--- src/rtl/srg_pkg.sv ---
package srg_pkg;
    typedef enum logic [1:0] {
        SRG_IDLE  = 2'd0,
        SRG_RUN   = 2'd1,
        SRG_FAULT = 2'd2
    } srg_state_e;
endpackage

--- src/rtl/srg_bclk_div.sv ---
// Bit clock divider: toggles bclk every DIV+1 system clocks while run is high.
module srg_bclk_div #(
    parameter int DIV_W = 8
) (
    input  logic             clk,
    input  logic             rst_n,
    input  logic             run,
    input  logic [DIV_W-1:0] div,
    output logic             bclk,
    output logic             rise_now
);
    logic [DIV_W-1:0] cnt;
    logic             terminal;

    always_comb begin
        terminal = (cnt == div);
        rise_now = run && terminal && !bclk;
    end

    always_ff @(posedge clk or negedge rst_n) begin
        if (!rst_n) begin
            cnt  <= '0;
            bclk <= 1'b0;
        end else if (!run) begin
            cnt  <= '0;
            bclk <= 1'b0;
        end else if (terminal) begin
            cnt  <= '0;
            bclk <= ~bclk;
        end else begin
            cnt  <= cnt + 1'b1;
        end
    end
endmodule

--- src/rtl/srg_frame_cnt.sv ---
// Frame counter: advances one bit position per rising bit clock edge.
module srg_frame_cnt #(
    parameter int PER_W = 12,
    parameter int WID_W = 8
) (
    input  logic             clk,
    input  logic             rst_n,
    input  logic             run,
    input  logic             rise_now,
    input  logic [PER_W-1:0] period,
    input  logic [WID_W-1:0] width,
    output logic             fs_act,
    output logic             frame_start
);
    logic             started;
    logic [PER_W-1:0] pos;
    logic [PER_W-1:0] next_pos;
    logic [PER_W-1:0] width_ext;

    always_comb begin
        width_ext = PER_W'(width);
        if (!started || pos == period) next_pos = '0;
        else                           next_pos = pos + 1'b1;
    end

    always_ff @(posedge clk or negedge rst_n) begin
        if (!rst_n) begin
            started     <= 1'b0;
            pos         <= '0;
            fs_act      <= 1'b0;
            frame_start <= 1'b0;
        end else if (!run) begin
            started     <= 1'b0;
            pos         <= '0;
            fs_act      <= 1'b0;
            frame_start <= 1'b0;
        end else begin
            frame_start <= 1'b0;
            if (rise_now) begin
                started     <= 1'b1;
                pos         <= next_pos;
                fs_act      <= (next_pos <= width_ext);
                frame_start <= (next_pos == '0);
            end
        end
    end
endmodule

--- src/rtl/srg_cfg_check.sv ---
// Configuration sanity: sync shorter than frame, frame large enough for data.
module srg_cfg_check #(
    parameter int PER_W = 12,
    parameter int WID_W = 8,
    parameter int WB_W  = 6,
    parameter int CH_W  = 4
) (
    input  logic [PER_W-1:0] period,
    input  logic [WID_W-1:0] width,
    input  logic [WB_W-1:0]  word_bits,
    input  logic [CH_W-1:0]  chans,
    output logic             bad
);
    logic [31:0] frame_bits;
    logic [31:0] need_bits;
    logic        sync_too_long;
    logic        frame_too_small;

    always_comb begin
        frame_bits      = 32'(period) + 32'd1;
        need_bits       = 32'(word_bits) * 32'(chans);
        sync_too_long   = (32'(width) >= 32'(period));
        frame_too_small = (frame_bits < need_bits);
        bad             = sync_too_long || frame_too_small;
    end
endmodule

--- src/rtl/audio_srg.sv ---
module audio_srg
    import srg_pkg::*;
#(
    parameter int DIV_W = 8,
    parameter int PER_W = 12,
    parameter int WID_W = 8,
    parameter int WB_W  = 6,
    parameter int CH_W  = 4
) (
    input  logic             clk,
    input  logic             rst_n,
    input  logic             enable,
    input  logic [DIV_W-1:0] cfg_div,
    input  logic [PER_W-1:0] cfg_period,
    input  logic [WID_W-1:0] cfg_width,
    input  logic [WB_W-1:0]  cfg_word_bits,
    input  logic [CH_W-1:0]  cfg_chans,
    input  logic             cfg_fs_invert,
    output logic             bclk,
    output logic             fsync,
    output logic             frame_start,
    output logic             cfg_err
);
    srg_state_e state, state_nxt;
    logic       run;
    logic       rise_now;
    logic       fs_act;

    srg_cfg_check #(.PER_W(PER_W), .WID_W(WID_W), .WB_W(WB_W), .CH_W(CH_W)) u_check (
        .period    (cfg_period),
        .width     (cfg_width),
        .word_bits (cfg_word_bits),
        .chans     (cfg_chans),
        .bad       (cfg_err)
    );

    always_comb begin
        state_nxt = state;
        unique case (state)
            SRG_IDLE: begin
                if (enable && cfg_err)       state_nxt = SRG_FAULT;
                else if (enable)             state_nxt = SRG_RUN;
            end
            SRG_RUN: begin
                if (!enable)                 state_nxt = SRG_IDLE;
                else if (cfg_err)            state_nxt = SRG_FAULT;
            end
            SRG_FAULT: begin
                if (!enable)                 state_nxt = SRG_IDLE;
            end
            default:                         state_nxt = SRG_IDLE;
        endcase
    end

    always_ff @(posedge clk or negedge rst_n) begin
        if (!rst_n) state <= SRG_IDLE;
        else        state <= state_nxt;
    end

    always_comb begin
        unique case (state)
            SRG_RUN:  run = 1'b1;
            SRG_IDLE: run = 1'b0;
            default:  run = 1'b0;
        endcase
    end

    srg_bclk_div #(.DIV_W(DIV_W)) u_div (
        .clk      (clk),
        .rst_n    (rst_n),
        .run      (run),
        .div      (cfg_div),
        .bclk     (bclk),
        .rise_now (rise_now)
    );

    srg_frame_cnt #(.PER_W(PER_W), .WID_W(WID_W)) u_frame (
        .clk         (clk),
        .rst_n       (rst_n),
        .run         (run),
        .rise_now    (rise_now),
        .period      (cfg_period),
        .width       (cfg_width),
        .fs_act      (fs_act),
        .frame_start (frame_start)
    );

    assign fsync = fs_act ^ cfg_fs_invert;
endmodule

--- config.mk ---
export PLATFORM = sky130hd
export DESIGN_NAME = audio_srg
export DESIGN_NICKNAME = d
export VERILOG_FILES = /design/src/rtl/srg_pkg.sv /design/src/rtl/srg_bclk_div.sv /design/src/rtl/srg_frame_cnt.sv /design/src/rtl/srg_cfg_check.sv /design/src/rtl/audio_srg.sv
export SDC_FILE = /design/constraint.sdc
export NUM_CORES = 1
export LEC_CHECK = 0
export BUFFER_PORTS_ARGS = -buffer_cell sky130_fd_sc_hd__clkbuf_2
export CAP_MARGIN = 20
export CELL_PAD_IN_SITES_DETAIL_PLACEMENT = 0
export CELL_PAD_IN_SITES_GLOBAL_PLACEMENT = 1
export CORE_MARGIN = 2
export CORE_UTILIZATION = 25
export DETAILED_ROUTE_END_ITERATION = 10
export PLACE_DENSITY_LB_ADDON = 0.15
export SYNTH_ARGS = -nofsm -noshare
export SYNTH_HDL_FRONTEND = slang
export SYNTH_HIERARCHICAL = 1
export SYNTH_SLANG_ARGS = --single-unit
export TNS_END_PERCENT = 30
--- constraint.sdc ---
create_clock -name clk -period 6 [get_ports clk]
set_input_delay 0.9 -clock clk [delete_from_list [all_inputs] [get_ports clk]]
set_output_delay 0.9 -clock clk [all_outputs]
set_load 0.01 [all_outputs]
==> impl_metrics.tcl <==
set metrics [dict create \
    cp-end-kind "output pin" \
    drv_cap 0 \
    ys.warnings.count 6 \
    powerDensity_nw_per_um2 156 \
    finalCritPeriodShare_pct 95.1 \
    die_w_um 118 \
    synth-edff-count 0 \
    hpwl_um 6500 \
    htree_levels 1 \
    setup_ws_ns 0.296 \
    status "completed" \
    critPathArrivalTime_ns 4.80 \
    synth_cell_types 54 \
    critPathLaunchType "input port" \
    cts_tree "built" \
    post-cts-setup-buffers 0 \
    pre_cts_ws_ns 0.210 \
    dieArea_um2 13800 \
    cts_root_buf "clkbuf_16" \
    cts_hold_buf 0 \
    irDropWorstVdd_mv 0.0885 \
    drt_pass1_iterations 4 \
    rows 41 \
    hold_path_class "reg2reg" \
    drive_gt1_share_pct 15.2 \
    async_flop_share_pct 100 \
    synth_area_per_cell_um2 8.43 \
    grt_start_max_net_pins 27 \
    p_leak_uw 0.00172 \
    hold_viol_final 0 \
    final.setup.tns_ns 0 \
    cp_max_fo 6 \
    cts_resized 0 \
    grt_pass1_vias 2670 \
    yosys.area.top_type "dfrtp_1" \
    initialDrtViolationCount 75 \
    portBuffers 45 \
    ys_seq_area_share_pct 20.1 \
    synth_top_area_share_pct 20.1 \
    tightestPinTransition_ns 0.939 \
    routedWlPerCell_um 13.6 \
    final_antenna_net_count 0 \
    cts_max_path_buffers 2 \
    track_usage_pct 12.1 \
    setup_violations 0 \
    n_antenna_cell 0 \
    start_util_pct 25.6 \
    coreArea_um2 12600 \
    drc 0 \
    finalCriticalPeriod_ns 5.70 \
    clkLatencyLatePin_ns 0.26 \
    syn_nets 474 \
    grt_antenna_before_repair 0 \
    worstSetupPathType "in2out" \
    ys_seq_elements 26 \
    overflow 0 \
    area_growth_pct 15.2 \
    synthCells 383 \
    cts_buffers 3 \
    num_io_pins 46 \
    synth_area_leaders "dfrtp_1 20%, ha_1 16%, xnor2_1 8.9%" \
    relSlewSlack_pct 37.4 \
    nets 514 \
    drv_slew 0 \
    routabilityCongestion 0.754 \
    via_per_inst 4.47 \
    path_clk_slew_ns 0.07 \
    die_h_um 118 \
    via_count 2658 \
    crit_required_ns 5.10 \
    fin_skew_ns 0.00447 \
    ys.flop_type "dfrtp_1" \
    grt_setup_unrepaired "false" \
    clkSinkCount 26 \
    grt_pass1_wl_um 13800 \
    syn-cell-area_um2 3230 \
    max_freq_mhz 175 \
    finalWirelength_um 8080 \
]
==> state kept, by name, indices dropped and copies added (netlist names) <==
register and cells:
state 2, u_div/bclk 1, u_div/cnt 8, u_frame/frame_start 1, u_frame/fs_act 1, u_frame/pos 12
u_frame/started 1
==> synth_stat cells, drive strengths merged, types with 8 or more instances <==
library cell   n
a21oi         18
and2          24
and3          10
buf           10
dfrtp         26
fa             8
ha            41
inv           34
nand2         28
nand3         12
nand4          9
nor2          26
nor2b         13
o21ai         21
xnor2         35
xor2          14
==> per-stage QoR <==
| step | util, % | hold WS, ns | cells | area, µm² | total power, µW |
|---|---|---|---|---|---|
| finish | 29.5 | 0.483 | 594 | 3720 | 582 |
| global route | 29.5 | 0.520 | 594 | 3720 | 629 |
| CTS | 29.4 | 0.486 | 594 | 3720 | 593 |
| detailed placement | 28.6 | 0.476 | 590 | 3610 | 388 |
| global placement | 28.6 | 0.466 | 590 | 3610 | 389 |
| floorplan | - | 0.453 | 383 | 3230 | 323 |
==> final timing paths <==
check,from,depth (start not counted),slack (ns),endpoint
max,cfg_chans[3],18,0.30,cfg_err
min,state[1],1,0.48,state[0]
max reg2reg,u_frame/pos[3],10,2.72,u_frame/fs_act
min reg2reg,state[1],1,0.48,state[0]
max in group asynchronous,rst_n,1,4.88,u_frame/started
min in group asynchronous,rst_n,1,0.67,u_div/cnt[0]
==> placed cells by master (no fill, tap or decap), drive strengths merged, types with 6 or more instances in the layout <==
cell type	n
and3	10
nor2b	13
nand4	9
nand2	28
inv	34
nand3	12
and2	24
fa	8
o21ai	21
nor3	6
ha	41
xor2	14
dfrtp	26
xnor2	35
a21oi	18
nor2	26
clkbuf	48
==> cell families (layout without fill, tap and decap cells) <==
family                     after synthesis  count (layout)  share of synthesized area [%]
buffers and inverters                   45              84                           6.04
DFF                                     26              26                           20.1
muxes                                    2               2                          0.620
xor gates and xnor gates                49              49                           13.7
and+or+nand+nor                        145             145                           25.2
adders and majority gates               49              49                           20.8
AOI/OAI and AO/OA                       67              67                           13.4
==> layout make-up <==
class	count	area, µm²
fill	1412	8900
multi-input combinational	312	2390
sequential	26	651
timing repair buffer	46	233
tap	172	215
inverter	34	128
clock buffer	3	75.1
clock inverter	1	30.0
==> worst max-delay path, cell delays in order <==
cell and delay [ns]:
clkbuf_2 0.13, nand2_1 0.08, fa_1 0.53, inv_1 0.05, fa_1 0.52, fa_1 0.45
a21o_1 0.19, a21oi_1 0.22, o21bai_1 0.09, a21oi_1 0.17, xor2_1 0.20, ha_1 0.28
a21oi_1 0.14, o21ai_0 0.09, a211oi_1 0.22, o21ai_0 0.13, o2bb2ai_2 0.21, clkbuf_2 0.18
==> routing by layer <==
metal | GRT usage [%] | part of all wire (%) | vias up
li1 | - | - | 1387
met1 | 17.2 | 51 | 1240
met2 | 20.1 | 47 | 29
met3 | 1.60 | 1.9 | 2
met4 | 1.58 | 0.50 | 0
met5 | 0 | 0 | -
==> where the power goes <==
| part | switching (µW) | total (µW) | internal [µW] | leakage [µW] |
|---|---|---|---|---|
| registers | 4.98 | 184 | 179 | 0.000360 |
| logic | 109 | 199 | 89.4 | 0.00131 |
| clock network | 66.3 | 199 | 133 | 0.0000511 |
| total | 181 | 582 | 401 | 0.00172 |
No activity file was read; power rests on OpenSTA's default activity.
